`config.mk`:
```
export PLATFORM = sky130hd
export DESIGN_NAME = mgmt_twi_slave
export DESIGN_NICKNAME = d
export VERILOG_FILES = /design/src/rtl/twi_pkg.sv /design/src/rtl/twi_line_sync.sv /design/src/rtl/twi_paged_mem.sv /design/src/rtl/twi_bus_fsm.sv /design/src/rtl/mgmt_twi_slave.sv
export SDC_FILE = /design/constraint.sdc
export NUM_CORES = 2
export LEC_CHECK = 0
export BUFFER_PORTS_ARGS = -buffer_cell sky130_fd_sc_hd__buf_2
export CAP_MARGIN = 20
export CORE_ASPECT_RATIO = 0.8
export CORE_MARGIN = 2
export CORE_UTILIZATION = 55
export CTS_CLUSTER_DIAMETER = 80
export DETAILED_ROUTE_END_ITERATION = 10
export PLACE_DENSITY = 0.7
export SYNTH_ARGS = -nofsm -noshare
export SYNTH_HDL_FRONTEND = slang
export SYNTH_SLANG_ARGS = --single-unit
```
`constraint.sdc`:
```
create_clock -name clk -period 4.7 [get_ports clk]
set_clock_uncertainty 0.15 [all_clocks]
set_input_delay 0.47 -clock clk [delete_from_list [all_inputs] [get_ports clk]]
set_output_delay 0.47 -clock clk [all_outputs]
set_load 0.01 [all_outputs]
```
`src/rtl/twi_pkg.sv`:
```
package twi_pkg;

    typedef enum logic [2:0] {
        ST_IDLE,
        ST_ADDR,
        ST_ADDR_ACK,
        ST_WR_BYTE,
        ST_WR_ACK,
        ST_RD_BYTE,
        ST_RD_ACK
    } twi_state_e;

    localparam int PAGE_BYTES = 128;

endpackage

```
`src/rtl/twi_line_sync.sv`:
```
module twi_line_sync #(
    parameter int STAGES = 2
) (
    input  logic clk,
    input  logic rst_n,
    input  logic scl_i,
    input  logic sda_i,
    input  logic sel_n_i,
    output logic sda_s_o,
    output logic sel_n_s_o,
    output logic scl_rise_o,
    output logic scl_fall_o,
    output logic start_o,
    output logic stop_o
);

    logic [STAGES-1:0] scl_p, sda_p, sel_p;
    logic scl_q, sda_q;
    logic scl_s, sda_s;

    always_ff @(posedge clk or negedge rst_n) begin
        if (!rst_n) begin
            scl_p <= '1;
            sda_p <= '1;
            sel_p <= '1;
            scl_q <= 1'b1;
            sda_q <= 1'b1;
        end else begin
            scl_p <= {scl_p[STAGES-2:0], scl_i};
            sda_p <= {sda_p[STAGES-2:0], sda_i};
            sel_p <= {sel_p[STAGES-2:0], sel_n_i};
            scl_q <= scl_p[STAGES-1];
            sda_q <= sda_p[STAGES-1];
        end
    end

    assign scl_s      = scl_p[STAGES-1];
    assign sda_s      = sda_p[STAGES-1];
    assign sda_s_o    = sda_s;
    assign sel_n_s_o  = sel_p[STAGES-1];
    assign scl_rise_o = scl_s & ~scl_q;
    assign scl_fall_o = ~scl_s & scl_q;
    assign start_o    = scl_s & scl_q & sda_q & ~sda_s;
    assign stop_o     = scl_s & scl_q & ~sda_q & sda_s;

endmodule

```
`src/rtl/twi_paged_mem.sv`:
```
module twi_paged_mem import twi_pkg::*; #(
    parameter int         NUM_PAGES    = 2,
    parameter logic [7:0] STATUS_ADDR  = 8'd2,
    parameter logic [6:0] PAGE_SEL_IDX = 7'd127
) (
    input  logic       clk,
    input  logic       rst_n,
    input  logic [7:0] addr_i,
    input  logic       we_i,
    input  logic [7:0] wdata_i,
    input  logic       not_ready_i,
    input  logic       int_n_i,
    output logic [7:0] rdata_o,
    output logic [7:0] page_o
);

    localparam int PB       = $clog2(NUM_PAGES);
    localparam int UPW      = PB + 7;
    localparam int UP_DEPTH = NUM_PAGES * PAGE_BYTES;

    logic [7:0]     lo [PAGE_BYTES];
    logic [7:0]     up [UP_DEPTH];
    logic [7:0]     page_q;
    logic           page_ok;
    logic [UPW-1:0] up_idx;

    assign page_q  = lo[PAGE_SEL_IDX];
    assign page_ok = (int'(page_q) < NUM_PAGES);
    assign up_idx  = {page_q[PB-1:0], addr_i[6:0]};
    assign page_o  = page_q;

    always_ff @(posedge clk or negedge rst_n) begin
        if (!rst_n) begin
            for (int i = 0; i < PAGE_BYTES; i++) lo[i] <= '0;
            for (int j = 0; j < UP_DEPTH; j++)   up[j] <= '0;
        end else if (we_i && addr_i != STATUS_ADDR) begin
            if (!addr_i[7])   lo[addr_i[6:0]] <= wdata_i;
            else if (page_ok) up[up_idx]      <= wdata_i;
        end
    end

    always_comb begin
        if (addr_i == STATUS_ADDR) rdata_o = {6'b0, int_n_i, not_ready_i};
        else if (!addr_i[7])       rdata_o = lo[addr_i[6:0]];
        else if (page_ok)          rdata_o = up[up_idx];
        else                       rdata_o = 8'h00;
    end

    // the page byte moves only when address 127 is written
    a_r5_page_only_by_write: assert property (@(posedge clk) disable iff (!rst_n)
        !(we_i && addr_i == {1'b0, PAGE_SEL_IDX}) |=> $stable(page_q))
        else $error("page byte changed without a write to it");

endmodule

```
`src/rtl/twi_bus_fsm.sv`:
```
module twi_bus_fsm import twi_pkg::*; #(
    parameter logic [6:0] DEV_ADDR = 7'h50
) (
    input  logic       clk,
    input  logic       rst_n,
    input  logic       sel_n_s_i,
    input  logic       sda_s_i,
    input  logic       scl_rise_i,
    input  logic       scl_fall_i,
    input  logic       start_i,
    input  logic       stop_i,
    input  logic [7:0] rdata_i,
    output logic       pull_o,
    output logic [7:0] ptr_o,
    output logic       we_o,
    output logic [7:0] wdata_o,
    output logic       rd_o
);

    twi_state_e state, state_n;
    logic [3:0] cnt, cnt_n;
    logic [7:0] sh, sh_n;
    logic [7:0] tx, tx_n;
    logic [7:0] ptr, ptr_n;
    logic       rw, rw_n;
    logic       first, first_n;
    logic       mack, mack_n;
    logic       adv;

    always_comb begin
        state_n = state;
        cnt_n   = cnt;
        sh_n    = sh;
        tx_n    = tx;
        ptr_n   = ptr;
        rw_n    = rw;
        first_n = first;
        mack_n  = mack;
        we_o    = 1'b0;
        rd_o    = 1'b0;
        adv     = 1'b0;
        if (sel_n_s_i) begin
            state_n = ST_IDLE;
        end else if (start_i) begin
            state_n = ST_ADDR;
            cnt_n   = '0;
        end else if (stop_i) begin
            state_n = ST_IDLE;
        end else begin
            unique case (state)
                ST_IDLE: ;
                ST_ADDR: begin
                    if (scl_rise_i) begin
                        sh_n  = {sh[6:0], sda_s_i};
                        cnt_n = cnt + 4'd1;
                    end else if (scl_fall_i && cnt == 4'd8) begin
                        if (sh[7:1] == DEV_ADDR) begin
                            state_n = ST_ADDR_ACK;
                            rw_n    = sh[0];
                        end else begin
                            state_n = ST_IDLE;
                        end
                    end
                end
                ST_ADDR_ACK: begin
                    if (scl_fall_i) begin
                        cnt_n = '0;
                        if (rw) begin
                            tx_n    = rdata_i;
                            rd_o    = 1'b1;
                            adv     = 1'b1;
                            state_n = ST_RD_BYTE;
                        end else begin
                            first_n = 1'b1;
                            state_n = ST_WR_BYTE;
                        end
                    end
                end
                ST_WR_BYTE: begin
                    if (scl_rise_i) begin
                        sh_n  = {sh[6:0], sda_s_i};
                        cnt_n = cnt + 4'd1;
                    end else if (scl_fall_i && cnt == 4'd8) begin
                        if (first) begin
                            ptr_n   = sh;
                            first_n = 1'b0;
                        end else begin
                            we_o = 1'b1;
                            adv  = 1'b1;
                        end
                        state_n = ST_WR_ACK;
                    end
                end
                ST_WR_ACK: begin
                    if (scl_fall_i) begin
                        cnt_n   = '0;
                        state_n = ST_WR_BYTE;
                    end
                end
                ST_RD_BYTE: begin
                    if (scl_fall_i) begin
                        if (cnt == 4'd7) begin
                            state_n = ST_RD_ACK;
                        end else begin
                            tx_n  = {tx[6:0], 1'b0};
                            cnt_n = cnt + 4'd1;
                        end
                    end
                end
                ST_RD_ACK: begin
                    if (scl_rise_i) begin
                        mack_n = ~sda_s_i;
                    end else if (scl_fall_i) begin
                        if (mack) begin
                            tx_n    = rdata_i;
                            rd_o    = 1'b1;
                            adv     = 1'b1;
                            cnt_n   = '0;
                            state_n = ST_RD_BYTE;
                        end else begin
                            state_n = ST_IDLE;
                        end
                    end
                end
                default: state_n = ST_IDLE;
            endcase
        end
        if (adv) ptr_n = {ptr[7], ptr[6:0] + 7'd1};
    end

    always_ff @(posedge clk or negedge rst_n) begin
        if (!rst_n) begin
            state <= ST_IDLE;
            cnt   <= '0;
            sh    <= '0;
            tx    <= 8'hFF;
            ptr   <= '0;
            rw    <= 1'b0;
            first <= 1'b0;
            mack  <= 1'b0;
        end else begin
            state <= state_n;
            cnt   <= cnt_n;
            sh    <= sh_n;
            tx    <= tx_n;
            ptr   <= ptr_n;
            rw    <= rw_n;
            first <= first_n;
            mack  <= mack_n;
        end
    end

    always_comb begin
        pull_o  = (state == ST_ADDR_ACK) || (state == ST_WR_ACK) ||
                  (state == ST_RD_BYTE && !tx[7]);
        ptr_o   = ptr;
        wdata_o = sh;
    end

    // an address acknowledge follows only a matching address byte
    a_r2_ack_needs_match: assert property (@(posedge clk) disable iff (!rst_n)
        (state == ST_ADDR_ACK && $past(state) == ST_ADDR) |-> (sh[7:1] == DEV_ADDR))
        else $error("acknowledged a foreign address");

    // lower-half pointer wraps to 0
    a_r6_lower_wrap: assert property (@(posedge clk) disable iff (!rst_n)
        (adv && ptr == 8'd127 && !sel_n_s_i) |=> (ptr == 8'd0))
        else $error("lower wrap wrong");

    // upper-half pointer wraps to 128
    a_r6_upper_wrap: assert property (@(posedge clk) disable iff (!rst_n)
        (adv && ptr == 8'd255 && !sel_n_s_i) |=> (ptr == 8'd128))
        else $error("upper wrap wrong");

endmodule

```
`src/rtl/mgmt_twi_slave.sv`:
```
module mgmt_twi_slave import twi_pkg::*; #(
    parameter logic [6:0] DEV_ADDR    = 7'h50,
    parameter int         NUM_PAGES   = 2,
    parameter int         SYNC_STAGES = 2
) (
    input  logic       clk,
    input  logic       rst_n,
    input  logic       sel_n_i,
    input  logic       scl_i,
    input  logic       sda_i,
    output logic       sda_pull_o,
    input  logic       not_ready_i,
    input  logic       int_n_i,
    output logic       reg_rd_o,
    output logic       reg_wr_o,
    output logic [7:0] reg_addr_o,
    output logic [7:0] reg_page_o,
    output logic [7:0] reg_wdata_o
);

    logic       sda_s, sel_n_s, scl_rise, scl_fall, start_ev, stop_ev;
    logic [7:0] ptr, rdata, wdata;
    logic       we, rd, pull;

    twi_line_sync #(.STAGES(SYNC_STAGES)) u_sync (
        .clk        (clk),
        .rst_n      (rst_n),
        .scl_i      (scl_i),
        .sda_i      (sda_i),
        .sel_n_i    (sel_n_i),
        .sda_s_o    (sda_s),
        .sel_n_s_o  (sel_n_s),
        .scl_rise_o (scl_rise),
        .scl_fall_o (scl_fall),
        .start_o    (start_ev),
        .stop_o     (stop_ev)
    );

    twi_bus_fsm #(.DEV_ADDR(DEV_ADDR)) u_fsm (
        .clk        (clk),
        .rst_n      (rst_n),
        .sel_n_s_i  (sel_n_s),
        .sda_s_i    (sda_s),
        .scl_rise_i (scl_rise),
        .scl_fall_i (scl_fall),
        .start_i    (start_ev),
        .stop_i     (stop_ev),
        .rdata_i    (rdata),
        .pull_o     (pull),
        .ptr_o      (ptr),
        .we_o       (we),
        .wdata_o    (wdata),
        .rd_o       (rd)
    );

    twi_paged_mem #(.NUM_PAGES(NUM_PAGES)) u_mem (
        .clk         (clk),
        .rst_n       (rst_n),
        .addr_i      (ptr),
        .we_i        (we),
        .wdata_i     (wdata),
        .not_ready_i (not_ready_i),
        .int_n_i     (int_n_i),
        .rdata_o     (rdata),
        .page_o      (reg_page_o)
    );

    assign sda_pull_o  = pull;
    assign reg_rd_o    = rd;
    assign reg_wr_o    = we;
    assign reg_addr_o  = ptr;
    assign reg_wdata_o = wdata;

    // a deselected slave releases the line from the next cycle on
    a_r3_quiet_when_deselected: assert property (@(posedge clk) disable iff (!rst_n)
        sel_n_s |=> !sda_pull_o)
        else $error("line pulled while deselected");

endmodule

```
==> summary.txt <==
Yosys
  – Most frequent cells after synthesis: mux2_2, dfrtp_1, clkbuf_1, nand2_1, mux2i_1
  – Post-synthesis mux area share: 30.91%
  – Most common flop cell mapped by yosys: dfrtp_1
  – EDFF count, synth: 0
  – Synth Area in XOR/XNOR: 0.01844%
  – Mapped Area: 0.1425 mm²
  – Sequential fraction of the synthesis area: 54.71%
  – Simple-gate share of the synthesized area: 3.483%
  – Adder-cell share of the synthesized area: 0.05269%
  – Count leader, synth: mux2_2
  – Synthesis Warnings: 0
  – Synth Net Count: 10.56k
  – Fraction of post-synthesis cell area in the top cell type by area: 54.41%
  – Netlist cell types: 86
  – #FFs+latches synth: 3114
  – Area contributors post-synth: dfrtp_1, mux2_2, mux2i_1
  – Ys async rst share: 100.0%
  – Main combinational cell family by area after synthesis: multiplexers
  – Share of the synthesized area in compound gates (AO/OA/AOI/OAI): 8.159%
  – Synth area leader: dfrtp_1
  – Syn_area_per_cell: 13.50 µm²
  – Post-synthesis cell count: 10.55k

Die
  – Total die area: 0.2632 mm²
  – Die Y: 459.2 µm
  – Number of placement rows: 167
  – Initial Util: 55.17%
  – Core region area: 0.2583 mm²
  – I/O pin count: 34
  – Die extent in x: 573.0 µm

STA
  – RSZ-0062 raised after global routing: no
  – Period minus WS final: 4832 ps
  – Final Hold Fails: 0
  – Worst-margin pin slew: 1334 ps
  – Relative slew slack: 10.50%
  – Max Fclk: 0.2070 GHz
  – Final setup fails: 3
  – Worst Setup Slack, final: -131.8 ps
  – Final max-slew violation count: 0
  – WHS: 66.91 ps
  – Period utilization: 102.8%

Run status
  – Status: complete, but fails checks
  – Failing checks: setup timing

Layout
  – Ratio of cells with drive above 1 in the final layout: 43.07%
  – Area occupied by multi-input gates: 0.06103 mm²
  – Final net count: 10.67k
  – Final cell area excluding filler cells: 0.1603 mm²
  – Layout fillers: 19.39k
  – Layout Area Growth over Synthesis: 12.52%
  – Register area: 0.07800 mm²

Worst setup path
  – Worst EP arrival: 5520 ps
  – CP Buf/Inv Count: 2
  – Crit-path max FO: 31
  – Crit path top cell by count: a311oi_1
  – Kind of critical path: register to register
  – Slowest cell on crit path: a311oi_1
  – Largest stage delay on the critical path: 1040 ps
  – CP Data Required Time: 5390 ps
  – Crit. End Element: register
  – Worst setup SP type: register
  – CP top delay family: compound AO/OA/AOI/OAI gates
  – CP cell instances: buf_4, nor2_4, buf_12, a221o_1, nand2_1, a311oi_1, nand4_1, a311oi_1, o21ai_0, a21oi_1

Route
  – Antenna-violating nets left: 0
  – Routed len/inst: 35.67 µm
  – Post-route DRC: 0
  – Starting DRC count in detailed routing: 14.09k
  – DRT Pass-1 Iters: 7
  – Via Count: 101.0k
  – Routed wire length: 512900 µm
  – Vias/cell: 7.026

Placed design
  – GP Congestion: 0.9649
  – Post-Place Cell Area: 0.1498 mm²
  – Port bufs: 33
  – DP HPWL: 334300 µm

Pwr
  – Worst IR drop on VDD: 0.3015 mV
  – Leak: 76.68 nW
  – Total power: 53.39 mW
  – Power Density: 333.0 mW/mm²

Clock tree
  – Clk slew on worst S/H paths: 70 ps
  – CTS tree: done
  – Root Driver: clkbuf_16
  – Clock Tree Buf Depth: 4
  – Total CTS buffers: 315
  – Skew-Pair Late Insertion Delay: 920 ps
  – H-Tree Depth: 5
  – Clk sinks: 3114

Global routing
  – Vias in the first global route: 101.4k
  – First-pass GRT wire length: 739200 µm
  – Antenna violations before repair: 28
  – Tot GR Track Use: 38.52%
  – Grt ovf: 0
  – Largest net degree at the start of global routing: 178

Flow run
  – Max-cap violations: 0

Worst hold path
  – Min-delay worst type: input pin to register
through the flow:
stage	cells	utilization (%)	setup TNS (ps)	worst slack [ps]
3_5_place_dp	13800	57.99	0	167.5
5_1_grt	14360	62.06	0	15.53
3_3_place_gp	13790	57.99	-241.8	-241.8
2_1_floorplan	10550	-	0	1114
4_1_cts	14350	62.03	0	142.2
6_report	14380	62.07	-166.8	-131.8
registers in the layout, summed over array words and instances, names as in the netlist:
signal and count:
u_fsm.ptr_o 8, u_fsm.wdata_o 8, u_fsm.cnt 4, u_sync.sda_p 2, u_fsm.state 3, u_mem.lo 1016, u_sync.scl_q 1, u_mem.page_o 8
u_fsm.tx 8, u_sync.scl_p 2, u_sync.sel_p 2, u_fsm.rw 1, u_mem.up 2048, u_fsm.mack 1, u_fsm.first 1, u_sync.sda_q 1
what timing repair did:
item / in CTS / in global routing
buffers inserted: 0 / 4
endpoints found under the setup margin: 0 / 2
hold buffers: 5 / 0
endpoints found under the hold margin: 64 / 0
gates resized for setup: 0 / 1
final timing paths:
kind	from	to	slack (ps)	cells past startpoint
max	u_fsm.ptr_o[0]	u_fsm.tx[1]	-130	10
min	sda_i	u_sync.sda_p[0]	70	2
max reg2reg	u_fsm.ptr_o[0]	u_fsm.tx[1]	-130	10
min reg2reg	u_sync.sel_p[0]	u_sync.sel_p[1]	210	0
max in group asynchronous	rst_n	u_mem.up[820]	2560	4
min in group asynchronous	rst_n	u_mem.up[191]	100	2
layout by cell type (no fill, tap or decap), drive strengths merged, types with 30 or more instances in the layout:
master	n
a221oi	221
nand2	594
o221ai	107
a221o	55
a21oi	258
nor3	59
nor2	233
o22a	34
a211oi	65
a22oi	160
buf	636
mux2i	408
mux2	3310
dfrtp	3098
mux4	119
clkinv	70
a22o	30
nand3	41
clkbuf	457
o21ai	248
o22ai	207
cell families (layout without fill, tap and decap cells):
logic type / count (synthesis) / in the layout
AO/OA/AOI/OAI: 1638 / 1638
other: 0 / 19
AND/OR/NAND/NOR: 1078 / 1078
buffers and inverters: 874 / 1219
adder cells (fa/ha/maj): 6 / 6
multiplexers: 3837 / 3837
flip-flops: 3114 / 3114
XOR/XNOR: 3 / 3
where the power goes:
group          leakage (nW)  internal [mW]  switching [mW]
registers              43.4           26.8          0.0475
logic                  28.1          0.129           0.786
clock network          5.10           14.5            11.1
total                  76.7           41.5            11.9
layer usage:
layer	track usage [%]	part of all wire, %	up-vias
li1	-	-	39600
met1	53.10	39	53090
met2	54.19	42	6798
met3	13.73	13	1494
met4	18.38	5.5	38
met5	0	0.049	-
layout make-up:
type                    instances  area share, %
repair buffers                642          4.001
diodes                         19        0.02966
well taps                    3464          2.704
clock inverters                98         0.8047
multi-input cells            6562          38.07
clock buffers                 456          5.673
flip-flops and latches       3114          48.65
inverters                      23        0.06634
No activity file was read; power rests on OpenSTA's default activity.
